<file path="src/rtl/srg_pkg.sv">
package srg_pkg;

  typedef enum logic [1:0] {
    MODE_ASYNC = 2'b00,
    MODE_SYNC  = 2'b01,
    MODE_CARD  = 2'b10,
    MODE_ALT   = 2'b11
  } srg_mode_e;

  localparam int unsigned ASYNC_OS_PER_BIT = 16;
  localparam int unsigned SYNC_OS_PER_BIT  = 2;
  localparam int unsigned MAX_OS_PER_BIT   = 372;
  localparam int unsigned OSCNT_W          = $clog2(MAX_OS_PER_BIT + 1);

  // Element-time factor for smart-card mode.
  function automatic int unsigned card_factor(input logic [1:0] sel);
    case (sel)
      2'b00:   return 32;
      2'b01:   return 64;
      2'b10:   return 372;
      default: return 256;
    endcase
  endfunction

  // Oversampling ticks per bit for each mode.
  function automatic int unsigned os_per_bit(input srg_mode_e mode,
                                             input logic [1:0] etf);
    case (mode)
      MODE_SYNC: return SYNC_OS_PER_BIT;
      MODE_CARD: return card_factor(etf);
      default:   return ASYNC_OS_PER_BIT;
    endcase
  endfunction

endpackage

</file>
<file path="src/rtl/srg_cfg_regs.sv">
module srg_cfg_regs #(
  parameter int unsigned DIV_W  = 8,
  parameter int unsigned PSEL_W = 2,
  localparam int unsigned MODE_W = 4 + PSEL_W
) (
  input  logic              clk,
  input  logic              rst_n,
  input  logic              we_div,
  input  logic [DIV_W-1:0]  div_wdata,
  input  logic              we_mode,
  input  logic [MODE_W-1:0] mode_wdata,
  output logic [DIV_W-1:0]  div_q,
  output logic [DIV_W-1:0]  div_load,
  output logic [MODE_W-1:0] mode_word,
  output logic              clr
);

  always_ff @(posedge clk or negedge rst_n) begin
    if (!rst_n) begin
      div_q     <= '1;
      mode_word <= '0;
    end else begin
      if (we_div)  div_q     <= div_wdata;
      if (we_mode) mode_word <= mode_wdata;
    end
  end

  assign div_load = we_div ? div_wdata : div_q;
  assign clr      = we_div | we_mode;

endmodule

</file>
<file path="src/rtl/srg_prescaler.sv">
module srg_prescaler #(
  parameter int unsigned PSEL_W = 2,
  localparam int unsigned PRE_W = 2 * ((1 << PSEL_W) - 1)
) (
  input  logic              clk,
  input  logic              rst_n,
  input  logic              run,
  input  logic              clr,
  input  logic [PSEL_W-1:0] psel,
  output logic              pre_en
);

  logic [PRE_W-1:0] pcnt;
  logic [PRE_W:0]   span;
  logic [PRE_W:0]   lim;

  assign span   = (PRE_W+1)'(1) << (2 * psel);
  assign lim    = span - (PRE_W+1)'(1);
  assign pre_en = run && !clr && (pcnt == lim[PRE_W-1:0]);

  always_ff @(posedge clk or negedge rst_n) begin
    if (!rst_n)              pcnt <= '0;
    else if (clr || !run)    pcnt <= '0;
    else if (pre_en)         pcnt <= '0;
    else                     pcnt <= pcnt + 1'b1;
  end

  // prescaler count never passes the selected limit
  assert_pre_range_R2: assert property (@(posedge clk) disable iff (!rst_n)
    ({1'b0, pcnt} <= lim));

endmodule

</file>
<file path="src/rtl/srg_reload_div.sv">
module srg_reload_div #(
  parameter int unsigned DIV_W = 8
) (
  input  logic             clk,
  input  logic             rst_n,
  input  logic             run,
  input  logic             clr,
  input  logic             pre_en,
  input  logic [DIV_W-1:0] div_q,
  input  logic [DIV_W-1:0] div_load,
  output logic             unit
);

  logic [DIV_W-1:0] dcnt;

  assign unit = pre_en && (dcnt == '0);

  always_ff @(posedge clk or negedge rst_n) begin
    if (!rst_n)       dcnt <= '1;
    else if (clr)     dcnt <= div_load;
    else if (!run)    dcnt <= div_q;
    else if (pre_en)  dcnt <= (dcnt == '0) ? div_q : dcnt - 1'b1;
  end

  // terminal count reloads the stored divisor
  assert_reload_R2: assert property (@(posedge clk) disable iff (!rst_n)
    unit |=> (dcnt == $past(div_q)));

endmodule

</file>
<file path="src/rtl/srg_tick_shaper.sv">
module srg_tick_shaper
  import srg_pkg::*;
#(
  parameter int unsigned CNT_W = OSCNT_W
) (
  input  logic      clk,
  input  logic      rst_n,
  input  logic      run,
  input  logic      clr,
  input  logic      unit,
  input  srg_mode_e mode,
  input  logic [1:0] etf,
  output logic      os_tick,
  output logic      bit_tick,
  output logic      sclk
);

  logic             half;
  logic [CNT_W-1:0] bcnt;
  logic [CNT_W-1:0] k_last;

  assign k_last   = CNT_W'(os_per_bit(mode, etf) - 1);
  assign os_tick  = unit && half;
  assign bit_tick = os_tick && (bcnt == k_last);

  always_ff @(posedge clk or negedge rst_n) begin
    if (!rst_n) begin
      half <= 1'b0;
      bcnt <= '0;
      sclk <= 1'b0;
    end else if (clr || !run) begin
      half <= 1'b0;
      bcnt <= '0;
      sclk <= 1'b0;
    end else begin
      if (unit) half <= ~half;
      if (os_tick) begin
        bcnt <= (bcnt == k_last) ? '0 : bcnt + 1'b1;
        if (mode == MODE_SYNC) sclk <= ~sclk;
      end
      if (mode != MODE_SYNC) sclk <= 1'b0;
    end
  end

  // oversampling tick lasts one cycle
  assert_os_single_R10: assert property (@(posedge clk) disable iff (!rst_n)
    os_tick |=> !os_tick);

  // serial clock idle outside synchronous mode
  assert_sclk_low_R9: assert property (@(posedge clk) disable iff (!rst_n)
    (mode != MODE_SYNC) |-> !sclk);

  // tick counter stays inside the selected element length
  assert_bcnt_range_R5: assert property (@(posedge clk) disable iff (!rst_n)
    (bcnt <= k_last));

  // a synchronous bit tick ends with sclk falling
  assert_sync_fall_R4: assert property (@(posedge clk) disable iff (!rst_n)
    (bit_tick && mode == MODE_SYNC) |=> !sclk);

endmodule

</file>
<file path="src/rtl/serial_rate_gen.sv">
module serial_rate_gen
  import srg_pkg::*;
#(
  parameter int unsigned DIV_W  = 8,
  parameter int unsigned PSEL_W = 2,
  localparam int unsigned MODE_W = 4 + PSEL_W
) (
  input  logic              clk,
  input  logic              rst_n,
  input  logic              gen_en,
  input  logic              cfg_we_div,
  input  logic [DIV_W-1:0]  cfg_div_wdata,
  input  logic              cfg_we_mode,
  input  logic [MODE_W-1:0] cfg_mode_wdata,
  output logic [DIV_W-1:0]  rd_div,
  output logic [MODE_W-1:0] rd_mode,
  output logic              os_tick,
  output logic              bit_tick,
  output logic              sclk
);

  logic [DIV_W-1:0]  div_q;
  logic [DIV_W-1:0]  div_load;
  logic [MODE_W-1:0] mode_word;
  logic              clr;
  logic              pre_en;
  logic              unit;
  srg_mode_e         mode;

  srg_cfg_regs #(.DIV_W(DIV_W), .PSEL_W(PSEL_W)) u_regs (
    .clk        (clk),
    .rst_n      (rst_n),
    .we_div     (cfg_we_div),
    .div_wdata  (cfg_div_wdata),
    .we_mode    (cfg_we_mode),
    .mode_wdata (cfg_mode_wdata),
    .div_q      (div_q),
    .div_load   (div_load),
    .mode_word  (mode_word),
    .clr        (clr)
  );

  assign mode = srg_mode_e'(mode_word[1:0]);

  srg_prescaler #(.PSEL_W(PSEL_W)) u_pre (
    .clk    (clk),
    .rst_n  (rst_n),
    .run    (gen_en),
    .clr    (clr),
    .psel   (mode_word[2 +: PSEL_W]),
    .pre_en (pre_en)
  );

  srg_reload_div #(.DIV_W(DIV_W)) u_div (
    .clk      (clk),
    .rst_n    (rst_n),
    .run      (gen_en),
    .clr      (clr),
    .pre_en   (pre_en),
    .div_q    (div_q),
    .div_load (div_load),
    .unit     (unit)
  );

  srg_tick_shaper u_shape (
    .clk      (clk),
    .rst_n    (rst_n),
    .run      (gen_en),
    .clr      (clr),
    .unit     (unit),
    .mode     (mode),
    .etf      (mode_word[2+PSEL_W +: 2]),
    .os_tick  (os_tick),
    .bit_tick (bit_tick),
    .sclk     (sclk)
  );

  assign rd_div  = div_q;
  assign rd_mode = mode_word;

  // the cycle after any write is too early for an oversampling tick
  assert_write_quiet_R8: assert property (@(posedge clk) disable iff (!rst_n)
    (cfg_we_div || cfg_we_mode) |=> !os_tick);

  // disabled generator leaves sclk low and no tick
  assert_idle_quiet_R7: assert property (@(posedge clk) disable iff (!rst_n)
    !gen_en |=> (!sclk && !os_tick));

  // written divisor is visible on the next cycle
  assert_div_readback_R1: assert property (@(posedge clk) disable iff (!rst_n)
    cfg_we_div |=> (rd_div == $past(cfg_div_wdata)));

endmodule

</file>
<file path="config.mk">
export PLATFORM = sky130hd
export DESIGN_NAME = serial_rate_gen
export DESIGN_NICKNAME = d
export VERILOG_FILES = /design/src/rtl/srg_pkg.sv /design/src/rtl/srg_cfg_regs.sv /design/src/rtl/srg_prescaler.sv /design/src/rtl/srg_reload_div.sv /design/src/rtl/srg_tick_shaper.sv /design/src/rtl/serial_rate_gen.sv
export SDC_FILE = /design/constraint.sdc
export NUM_CORES = 1
export LEC_CHECK = 0
export ABC_AREA = 1
export CAP_MARGIN = 10
export CORE_AREA = 2 2 83 69
export CTS_BUF_LIST = sky130_fd_sc_hd__clkbuf_8
export CTS_CLUSTER_DIAMETER = 80
export DETAILED_ROUTE_END_ITERATION = 6
export DIE_AREA = 0 0 85 71
export DONT_BUFFER_PORTS = 1
export SLEW_MARGIN = 0
export SYNTH_ARGS = -nofsm -noshare
export SYNTH_HDL_FRONTEND = slang
export SYNTH_SLANG_ARGS = --single-unit
</file>
<file path="constraint.sdc">
create_clock -name clk -period 5.45 [get_ports clk]
set_input_delay 1.09 -clock clk [delete_from_list [all_inputs] [get_ports clk]]
set_output_delay 1.09 -clock clk [all_outputs]
set_load 0.005 [all_outputs]
</file>
# Word level (Yosys, flattened, before mapping)
# Cells that the tools add are included.
# classes
n_addsub	5
n_mul	0
n_div	0
magnitude_cmp	0
n_eq_ne	8
shifts	1
muxes	18
n_bitwise	3
n_reduce_logical	15
# op_table
operator	n
$mux 8	5
$mux 9	3
$pmux 9 s3	1
$pmux 9 s2	1
$mux 6	2
$add 9x1->9 const B	1
$eq 9x9->1	1
$sub 9x1->9 const B	1
$logic_not 8->1	1
$sub 8x1->8 const B	1
$add 6x1->6 const B	1
$eq 6x6->1	1
$mux 1	6
$reduce_bool 3->1	2
$shl 1x3->6 const A	1
$sub 6x1->6 const B	1
$logic_and 1x1->1	5
$eq 2x1->1 const B	2
$eq 2x2->1 const B	2
$reduce_bool 2->1	2
$ne 3x1->1 const B	1
$logic_not 1->1	2
$logic_not 2->1	1
$ne 2x1->1 const B	1
other kinds (4)	5
# totals
ff_bits	39
latchBits	0
ramBits	0
mem_bits_ro	0
in_bits	19
out_inout_bits	17
word_cells	57
mem_count	0

# Logic depth before layout (Yosys ltp)
# Gate-level depths: netlist of the first run.
# logic_depth
ltp_word	9
depth_mapped	16
mapped_depth_nobuf	16

# Hierarchy
# From an unflattened synthesis of the first run, not the netlist that was laid out.
# hier_totals
cells_unflattened	389
hier_area_um2	2743.9
# modules_own_cells
mod	instances	cells_each	area_per_inst_um2	seq_area_each_um2
srg_tick_shaper	1	154	1038.5	275.3
srg_reload_div	1	120	799.5	210.2
srg_cfg_regs	1	60	540.5	360.3
srg_prescaler	1	55	365.4	150.1

# Worst setup path after synthesis of the first run
# Ideal clock, no wire load.
# synth_timing
kind	register to output
start	reg u_regs.mode_word[0]
end	out bit_tick
arrival_ps	2048
required_ps	4360
slack_ps	2312
stages_incl_launch_ff	15
path_buffers	0
cell_sequence	dfrtp_1 inv_1 ha_1 nor2_4 nand2_1 ha_1 nand2_1 nand2_1 inv_1 nand3_1 nor2_1 nand3_1 nor2_4 nand3_4 nor2_2
# synth_via
elab_chain_cells	5
elab_cells_between_ends	6
classes_between	add/sub (1); eq/ne (3); mux (1); reduce/logical (1)
# synth_rtl
element	line	text
start, declared	srg_cfg_regs.sv:14	output logic [MODE_W-1:0] mode_word,
start signal, assigned	srg_cfg_regs.sv:24	if (we_mode) mode_word <= mode_wdata;
$eq 2x2->1 / $eq 2x1->1 (equally long branches)	-	
$pmux 9 s2 (*)	srg_pkg.sv:28	case (mode)
$sub 9x1->9 (*)	srg_tick_shaper.sv:22	assign k_last = CNT_W'(os_per_bit(mode, etf) - 1);
$eq 9x9->1 (*)	srg_tick_shaper.sv:24	assign bit_tick = os_tick && (bcnt == k_last);
$logic_and 1x1->1 (*)	srg_tick_shaper.sv:24	
end, declared	serial_rate_gen.sv:18	output logic bit_tick,
# Every way passes the cells marked *; elsewhere a longest branch is shown, timed or not.

# Worst setup path after layout of the first run
# Ends and elaborated chain as after synthesis.

==> reports/qor.csv, run 1 <==
stage,metric,value,unit
status,status,finished clean,
floorplan,full die area,6040,µm²
cts,hold buffers post-CTS,0,
power_and_ir_drop,VDD IR-drop max,0.169,mV
detailed_routing,routed length per instance,12.6,µm
cts,TritonCTS clock tree,built,
floorplan,Die W,85,µm
place,dpl hpwl,3890,µm
setup_path,FF-to-FF Start,u_regs.mode_word[0],
grt,global route total overflow,0,
finish,area grow syn2layout,5.11,%
power_and_ir_drop,sequential share of power,51.7,%
setup_path,Worst R2R Path Depth,15,
yosys,Synth Register Bits,39,
finish,Final nets,379,
yosys,Syn Area/Cell,7.32,µm²
grt,initial antenna violation count,0,
yosys,"FFs w/ async S/R, synth",100,%
cts,Clock Root Buffer,clkbuf_8,
cts,CTS H-Tree Depth,2,
yosys,Yosys top cell by area,dfrtp_1,
power_and_ir_drop,leakage power,1.27,nW
yosys,Synth Cell Area,2550,µm²
yosys,syn nets,378,
yosys,yosys warns,0,
timing,RSZ-0062 raised after global routing,no,
setup_path,"CP delay by family, top",simple AND/OR/NAND/NOR gates,
grt,gr usage total,19.2,%
finish,fin area,2680,µm²
cts,clock buffers created by TritonCTS,5,
grt,first-pass GRT wire length,9320,µm
setup_path,startpoint type of the worst setup path,register,
power_and_ir_drop,Logic pwr share,18.5,%
timing,Min Hold Slack,0.486,ns
setup_path,Critical Path Stages,14,
timing,slew margin rel.,65.4,%
grt,pin count of the biggest net entering global routing,40,
power_and_ir_drop,Internal,0.450,mW
finish,"commonest non-fill, non-tap cells in the layout","96 x nand2_1, 44 x nor2_1, 41 x inv_1",
timing,Final Cycle Share,67.0,%
setup_path,CP max stage delay,0.43,ns
yosys,post-synthesis sequential area ratio,39.1,%
setup_path,buffers plus inverters on the worst setup path,2,
yosys,Gate Count Post-Synth,348,
setup_path,"Arr. time, crit path",2.56,ns
place,Routability Congestion,0.839,
grt,vias in the first global route,1978,
power_and_ir_drop,Sw Pwr,0.200,mW
place,DP Area,2590,µm²
power_and_ir_drop,Pwr Density,243,nW/µm²
timing,maximum clock rate,0.274,GHz
floorplan,Starting Density,48.5,%
cts,Sinks on Clock Net,39,
timing,pins over their slew limit,0,
cts,worst-skew pair later-pin latency,0.30,ns
setup_path,CP Capture Type,output pin,
power_and_ir_drop,Sw Share,30.8,%
floorplan,Core Area,5260,µm²
place,port buffer count,0,
detailed_routing,# DRC,0,
timing,TNS Setup,0,ns
setup_path,CP endpoint,bit_tick,
finish,# diodes,0,
floorplan,FP Rows,24,
timing,minimum clock period,3.65,ns
setup_path,Crit path top cell by count,nand2_1,
timing,Final Setup Violations,0,
floorplan,die height,71,µm
timing,Fin. Hold Viols,0,
detailed_routing,DR vias,2113,
timing,Clock Skews,0.0113,ns
setup_path,worst reg2reg path endpoint,u_shape.bcnt[4],
cts,"Reg clk slew, reported paths",0.08,ns
yosys,Main synth FF type,dfrtp_1,
yosys,top post-synthesis cells by area,"dfrtp_1 23%, dfstp_2 17%, nand2_1 14%",
cts,CTS Buffer Depth,2,
setup_path,WS Path Type,register to output pin,
setup_path,crit-path cells,"inv_1, ha_1, nor2_4, nand2_1, ha_1, nand2_1, nand2_1, inv_1, nand3_1, nor2_1, nand3_1, nor2_4, nand3_4, nor2_2",
detailed_routing,drt first pass iters,4,
power_and_ir_drop,Clk network pwr share,29.8,%
detailed_routing,total routed wirelength,5240,µm
cts,cts repair resizes,0,
setup_path,CP max FO,7,
finish,"commonest non-fill, non-tap cell in the layout",nand2_1,
setup_path,CP Data Required Time,4.36,ns
floorplan,I/O Pins,36,
detailed_routing,remaining antenna violation count,0,
setup_path,Setup crit start,u_regs.mode_word[0],
timing,Slew @ Worst Pin,0.518,ns
setup_path,register-to-register setup slack,3.08,ns
yosys,Yosys top cell area share,22.6,%
setup_path,slowest CP cell,dfrtp_1,
detailed_routing,via density per instance,5.09,
worst_hold_path,Worst Hold Class,input port to async pin,
yosys,number of synthesized flops with an enable pin,0,
finish,layout cells sized above 1,14.6,%
run,max-cap viol count,0,
yosys,library cells used by synthesis,32,
detailed_routing,Iteration-0 DRC Markers,103,
cts,setup bufs post-CTS,0,
-- power by group through the flow --
stage / clock network [mW] / registers (mW) / logic, mW
final: 0.194 / 0.336 / 0.121
after detailed placement: 0 / 0.341 / 0.120
after CTS: 0.202 / 0.336 / 0.121
after global placement: 0 / 0.341 / 0.119
after floorplan: 0 / 0.337 / 0.103
after global routing: 0.214 / 0.339 / 0.140
-- logic make-up after synthesis --
group,after synthesis,synth area share (%)
AND/OR/NAND/NOR,187,33.2
multiplexers,1,0.442
XOR/XNOR,12,4.42
buffers and inverters,54,8.45
AO/OA/AOI/OAI,44,8.94
adder cells (fa/ha/maj),11,5.41
flip-flops,39,39.1
-- area by class of cell --
class / count / area (µm²)
clock inverter: 3 / 15.0
sequential: 39 / 996
fill: 515 / 2580
multi-input combinational: 255 / 1340
inverter: 48 / 180
tap: 65 / 81.3
clock buffer: 5 / 68.8
-- per-stage QoR --
step | std cells | utilization (%) | total power [mW] | worst slack, ns
2_1_floorplan | 348 | - | 0.440 | 2.31
3_3_place_gp | 407 | 49.3 | 0.460 | 2.17
3_5_place_dp | 407 | 49.3 | 0.461 | 2.09
4_1_cts | 415 | 50.9 | 0.659 | 1.77
5_1_grt | 415 | 50.9 | 0.693 | 1.54
6_report | 415 | 50.9 | 0.651 | 1.80
-- synthesized netlist by cell type (2+ instances only) --
cell type	instances
nor3_1	3
nand3_1	19
nand3_4	2
o211ai_1	3
nor2_1	44
dfrtp_1	23
nor2_2	4
nand2_1	96
o21ai_1	3
inv_2	7
xnor2_1	2
dfstp_2	16
inv_1	41
a21oi_1	19
clkbuf_1	3
nand4_1	3
xor2_1	9
ha_1	11
o21ai_0	19
nand2_2	8
nor2_4	2
-- worst register-to-register path, stage by stage, from the launching register on --
cell,delay [ns]
dfrtp_1,0.43
inv_1,0.08
ha_1,0.36
nor2_4,0.18
nand2_1,0.08
ha_1,0.31
nand2_1,0.06
nand2_1,0.05
inv_1,0.04
nand3_1,0.07
nor2_1,0.09
nand3_1,0.12
nor2_4,0.16
nand3_4,0.12
nand2_1,0.08
nand2_1,0.05
-- state kept, by name, indices dropped and copies added (netlist names) --
name / count
u_div.dcnt: 8
u_shape.bcnt: 9
u_shape.sclk: 1
u_regs.mode_word: 6
u_shape.half: 1
u_regs.div_q: 8
u_pre.pcnt: 6
-- worst min path at each step --
stage                        startpoint         endpoint  slack (ns)  cells after the start
after global routing              rst_n  u_shape.bcnt[7]        0.46                      0
after floorplan           u_pre.pcnt[0]    u_pre.pcnt[0]        0.45                      1
after global placement    u_pre.pcnt[0]    u_pre.pcnt[0]        0.48                      1
after CTS                         rst_n  u_shape.bcnt[7]        0.47                      0
final                             rst_n  u_shape.bcnt[2]        0.49                      0
after detailed placement  u_pre.pcnt[0]    u_pre.pcnt[0]        0.49                      1
-- per-layer routing --
layer | vias up | global-route usage (%) | part of all wire, %
met5 | - | 0 | 0
met4 | 0 | 4.41 | 0.59
met3 | 4 | 5.48 | 6.5
met2 | 62 | 29.0 | 42
met1 | 959 | 27.3 | 51
li1 | 1088 | - | -
(Power assumes the default switching activity.)
==> run 2, diff against run 1 <==
- clock period: 5.45 -> 3.5 ns (I/O delays scaled with it)
==> reports/qor.csv, run 2 (synthesis results as in run 1) <==
stage,metric,value,unit,change
floorplan,die height,71,µm,unchanged
setup_path,buffers plus inverters on the worst setup path,2,,unchanged
timing,RSZ-0062 raised after global routing,no,,
finish,"commonest non-fill, non-tap cells in the layout","96 x nand2_1, 44 x inv_1, 44 x nor2_1",,
grt,pin count of the biggest net entering global routing,40,,unchanged
setup_path,FF-to-FF Start,u_regs.mode_word[0],,
finish,fin cells,415,,unchanged
setup_path,CP Data Required Time,2.80,ns,-1.56 ns
timing,Clock Skews,0.00967,ns,-0.00166 ns
power_and_ir_drop,Sw Pwr,0.297,mW,+48%
detailed_routing,Iteration-0 DRC Markers,111,,+7.8%
finish,area grow syn2layout,4.96,%,
grt,global route total overflow,0,,unchanged
finish,layout cells sized above 1,13.7,%,-0.86 points
detailed_routing,total routed wirelength,5220,µm,-0.32%
detailed_routing,# DRC,0,,unchanged
finish,# diodes,0,,unchanged
finish,"commonest non-fill, non-tap cell in the layout",nand2_1,,
timing,TNS Setup,0,ns,unchanged
floorplan,FP Rows,24,,unchanged
detailed_routing,routed length per instance,12.6,µm,-0.32%
power_and_ir_drop,Pwr Density,372,nW/µm²,+53%
floorplan,I/O Pins,36,,unchanged
cts,cts repair resizes,0,,unchanged
finish,fin area,2670,µm²,-0.14%
timing,Final Cycle Share,92.1,%,
power_and_ir_drop,Logic pwr share,18.8,%,+0.3 points
power_and_ir_drop,Internal,0.698,mW,+55%
grt,first-pass GRT wire length,9340,µm,+0.29%
detailed_routing,drt first pass iters,4,,unchanged
grt,gr usage total,19.2,%,+0.073 points
setup_path,startpoint type of the worst setup path,register,,
cts,Clock Root Buffer,clkbuf_8,,
finish,largest register by flop count,u_shape.bcnt,,
cts,CTS Buffer Depth,2,,unchanged
setup_path,"Arr. time, crit path",2.53,ns,-0.03 ns
cts,Sinks on Clock Net,39,,unchanged
cts,TritonCTS clock tree,built,,
setup_path,register-to-register setup slack,1.15,ns,-1.93 ns
power_and_ir_drop,Clk network pwr share,28.5,%,-1.3 points
floorplan,Starting Density,48.5,%,unchanged
floorplan,full die area,6040,µm²,unchanged
setup_path,worst reg2reg path endpoint,u_shape.bcnt[5],,
setup_path,Setup crit start,u_regs.mode_word[0],,
grt,vias in the first global route,1991,,+0.66%
place,port buffer count,0,,unchanged
cts,worst-skew pair later-pin latency,0.28,ns,-0.02 ns
setup_path,crit-path cells,"inv_1, ha_1, nor2_4, nand2_1, ha_1, nand2_1, nand2_1, inv_1, nand3_1, nor2_1, nand3_1, nor2_4, nand3_4, nor2_2",,
finish,Final nets,379,,unchanged
timing,Final Setup Violations,0,,unchanged
power_and_ir_drop,VDD IR-drop max,0.331,mV,+97%
finish,biggest regs,"u_shape.bcnt (9), u_div.dcnt (8), u_regs.div_q (8)",,
setup_path,"CP delay by family, top",simple AND/OR/NAND/NOR gates,,
timing,maximum clock rate,0.310,GHz,
finish,Largest register FFs,9,,unchanged
power_and_ir_drop,Sw Share,29.8,%,-0.97 points
setup_path,CP max stage delay,0.41,ns,-0.02 ns
place,Routability Congestion,0.889,,+6.0%
timing,pins over their slew limit,0,,unchanged
floorplan,Die W,85,µm,unchanged
timing,minimum clock period,3.23,ns,
power_and_ir_drop,leakage power,1.27,nW,+0.34%
detailed_routing,remaining antenna violation count,0,,unchanged
cts,clock buffers created by TritonCTS,5,,unchanged
place,cell total after placement,407,,unchanged
setup_path,CP Capture Type,output pin,,
power_and_ir_drop,Final Power,0.994,mW,+53%
cts,setup bufs post-CTS,0,,unchanged
worst_hold_path,Worst Hold Class,input port to async pin,,
cts,"Reg clk slew, reported paths",0.08,ns,about the same
setup_path,WS Path Type,register to output pin,,
place,DP Area,2590,µm²,unchanged
grt,initial antenna violation count,0,,unchanged
timing,Slew @ Worst Pin,0.518,ns,+0.000790 ns
power_and_ir_drop,sequential share of power,52.7,%,+1.0 points
detailed_routing,DR vias,2105,,-0.38%
cts,CTS H-Tree Depth,2,,unchanged
timing,slew margin rel.,65.4,%,about the same
setup_path,slowest CP cell,dfrtp_1,,
setup_path,Crit path top cell by count,nand2_1,,
detailed_routing,via density per instance,5.07,,-0.38%
setup_path,CP max FO,7,,unchanged
place,dpl hpwl,3880,µm,-0.23%
floorplan,Core Area,5260,µm²,unchanged
status,status,finished clean,,
setup_path,Worst R2R Path Depth,15,,unchanged
run,max-cap viol count,0,,unchanged
timing,Fin. Hold Viols,0,,unchanged
cts,hold buffers post-CTS,0,,unchanged
-- run 2: cell types whose count changed in the layout (fill, tap and decap cells not counted), sizes merged --
cell,before,now
clkinv,3,0
inv,48,51
-- run 2: area by class of cell --
cell class                      instances  area (µm²)
Clock buffer                            5        68.8
Clock inverter                          3        11.3
Sequential cell                        39         996
Multi-Input combinational cell        255        1340
Tap cell                               65        81.3
Fill cell                             513        2580
Inverter                               48         180
-- run 2: stage by stage --
stage / hold slack (ns) / utilization, % / setup slack (ns)
2_1_floorplan: 0.404 / - / 0.752
3_3_place_gp: 0.405 / 49.3 / 0.607
3_5_place_dp: 0.406 / 49.3 / 0.555
4_1_cts: 0.0878 / 50.9 / 0.234
5_1_grt: 0.0740 / 50.9 / 0.00725
6_report: 0.102 / 50.9 / 0.275
-- run 2: worst reg2reg max path, delay by kind of cell (launching register included) --
kind	cells	cell delay [ns]
AND/OR/NAND/NOR	11	1.05
adder cells (fa/ha/maj)	2	0.67
flip-flops	1	0.41
buffers and inverters	2	0.12
-- run 2: power groups by stage --
stage                     Clock, mW  Combinational (mW)  Sequential (mW)
after detailed placement          0               0.187            0.532
final                         0.284               0.187            0.524
after global routing          0.320               0.219            0.529
after CTS                     0.297               0.188            0.524
after global placement            0               0.186            0.531
after floorplan                   0               0.160            0.524
-- run 2: worst max-delay path by stage --
stage / endpoint / slack, ns / depth (start not counted)
floorplan: bit_tick / 0.75 / 14
global placement: bit_tick / 0.61 / 14
detailed placement: bit_tick / 0.55 / 14
CTS: bit_tick / 0.23 / 14
global route: bit_tick / 0.007 / 14
finish: bit_tick / 0.27 / 14
-- run 2: metal layers --
metal	track usage, %	vias up	wire length [µm]
li1	-	1096	-
met1	28.1	966	2780
met2	29.0	41	2160
met3	5.37	2	272
met4	3.17	0	15
met5	0	-	0
==> run 3, diff against run 2 <==
- CTS_CLUSTER_SIZE: unset -> 28
- PLACE_DENSITY_LB_ADDON: unset -> 0.05
- TNS_END_PERCENT: unset -> 10
==> reports/qor.csv, run 3 (synthesis results as in run 1) <==
stage,metric,value,unit,change
status,status,finished clean,,
finish,biggest regs,"u_shape.bcnt (9), u_div.dcnt (8), u_regs.div_q (8)",,
timing,Final Setup Violations,0,,unchanged
cts,hold buffers post-CTS,0,,unchanged
cts,cts repair resizes,0,,unchanged
timing,Fin. Hold Viols,0,,unchanged
cts,Clock Root Buffer,clkbuf_8,,
timing,slew margin rel.,63.9,%,-1.5 points
finish,largest register by flop count,u_shape.bcnt,,
grt,global route total overflow,0,,unchanged
detailed_routing,total routed wirelength,5510,µm,+5.5%
run,max-cap viol count,0,,unchanged
timing,pins over their slew limit,0,,unchanged
detailed_routing,Iteration-0 DRC Markers,84,,-24%
floorplan,I/O Pins,36,,unchanged
place,cell total after placement,407,,unchanged
cts,"Reg clk slew, reported paths",0.07,ns,about the same
cts,setup bufs post-CTS,0,,unchanged
grt,vias in the first global route,1971,,-1.0%
place,DP Area,2590,µm²,unchanged
setup_path,startpoint type of the worst setup path,register,,
floorplan,Starting Density,48.5,%,unchanged
timing,Final Cycle Share,92.9,%,+0.80 points
cts,CTS Buffer Depth,2,,unchanged
grt,initial antenna violation count,0,,unchanged
setup_path,"Arr. time, crit path",2.55,ns,+0.02 ns
timing,Slew @ Worst Pin,0.541,ns,+0.0221 ns
place,DP Worst Slack,0.543,ns,-0.0121 ns
grt,pin count of the biggest net entering global routing,40,,unchanged
finish,# diodes,0,,unchanged
finish,area grow syn2layout,5.75,%,
finish,fin cells,415,,unchanged
power_and_ir_drop,Final Power,1.05,mW,+5.7%
cts,Sinks on Clock Net,39,,unchanged
detailed_routing,routed length per instance,13.3,µm,+5.5%
floorplan,full die area,6040,µm²,unchanged
timing,setup slack after layout,0.247,ns,-0.0278 ns
grt,first-pass GRT wire length,9480,µm,+1.5%
grt,gr usage total,20.0,%,+0.72 points
floorplan,Core Area,5260,µm²,unchanged
timing,Min Hold Slack,0.0950,ns,-0.00688 ns
floorplan,FP Rows,24,,unchanged
detailed_routing,remaining antenna violation count,0,,unchanged
setup_path,CP Capture Type,output pin,,
floorplan,Die W,85,µm,unchanged
finish,"commonest non-fill, non-tap cells in the layout","96 x nand2_1, 44 x nor2_1, 42 x inv_1",,
timing,TNS Setup,0,ns,unchanged
finish,Final nets,379,,unchanged
cts,worst-skew pair later-pin latency,0.29,ns,about the same
cts,TritonCTS clock tree,built,,
finish,fin area,2690,µm²,+0.75%
worst_hold_path,Worst Hold Class,input port to async pin,,
finish,fin util,51.2,%,+0.38 points
place,Routability Congestion,0.818,,-7.9%
finish,layout cells sized above 1,14.3,%,+0.57 points
floorplan,die height,71,µm,unchanged
detailed_routing,via density per instance,5.12,,+0.95%
power_and_ir_drop,VDD IR-drop max,0.300,mV,-9.6%
detailed_routing,DR vias,2125,,+0.95%
detailed_routing,# DRC,0,,unchanged
setup_path,CP Data Required Time,2.80,ns,about the same
place,port buffer count,0,,unchanged
place,dpl hpwl,4070,µm,+5.0%
timing,minimum clock period,3.25,ns,+0.0278 ns
power_and_ir_drop,leakage power,1.28,nW,+0.29%
timing,maximum clock rate,0.307,GHz,-0.86%
cts,clock buffers created by TritonCTS,5,,unchanged
detailed_routing,drt first pass iters,4,,unchanged
finish,"commonest non-fill, non-tap cell in the layout",nand2_1,,
finish,Largest register FFs,9,,unchanged
finish,Fill cells,524,,+2.1%
power_and_ir_drop,Pwr Density,390,nW/µm²,+4.9%
timing,Clock Skews,0.00597,ns,-0.00370 ns
timing,RSZ-0062 raised after global routing,no,,
setup_path,WS Path Type,register to output pin,,
setup_path,CP max FO,7,,unchanged
cts,CTS H-Tree Depth,2,,unchanged
## run 3: cell count changes in the layout (fill, tap and decap cells not counted), sizes merged
cell    before  now
clkbuf       5    7
inv         51   49
## run 3: final timing paths
path                       slack, ns              end  cells after the start           startpoint
setup / recovery                0.25         bit_tick                     14  u_regs.mode_word[0]
hold / removal                   0.1    u_pre.pcnt[0]                      0                rst_n
setup reg to reg                1.12  u_shape.bcnt[1]                     15  u_regs.mode_word[0]
hold reg to reg                 0.49    u_pre.pcnt[0]                      1        u_pre.pcnt[0]
max in group asynchronous       3.23  u_regs.div_q[6]                      0                rst_n
min in group clk                0.49    u_pre.pcnt[0]                      1        u_pre.pcnt[0]
## run 3: layout make-up
type / count / area, µm² / share of cell area (%)
clock buffers: 7 / 96.3 / 3.58
clock inverters: 1 / 3.75 / 0.139
inverters: 48 / 180 / 6.69
multi-input cells: 255 / 1340 / 49.6
flip-flops and latches: 39 / 996 / 37.0
well taps: 65 / 81.3 / 3.02
## run 3: critical path: stages, from the launching register on
cell and delay, ns:
dfrtp_1 0.42, inv_1 0.08, ha_1 0.36, nor2_4 0.18
nand2_1 0.08, ha_1 0.31, nand2_1 0.07, nand2_1 0.05
inv_1 0.04, nand3_1 0.07, nor2_1 0.09, nand3_1 0.12
nor2_4 0.15, nand3_4 0.11, nor2_2 0.12
## run 3: report_power, final
group          internal (mW)  total, mW  switching (mW)
Sequential             0.496      0.523          0.0274
Combinational         0.0693      0.191           0.122
Clock                  0.177      0.337           0.160
Total                  0.742       1.05           0.309
## run 3: metal layers
metal	GRT usage [%]	wire length, µm
met4	5.29	46
met2	28.5	2280
met1	30.0	2900
met3	5.13	282
met5	0	0
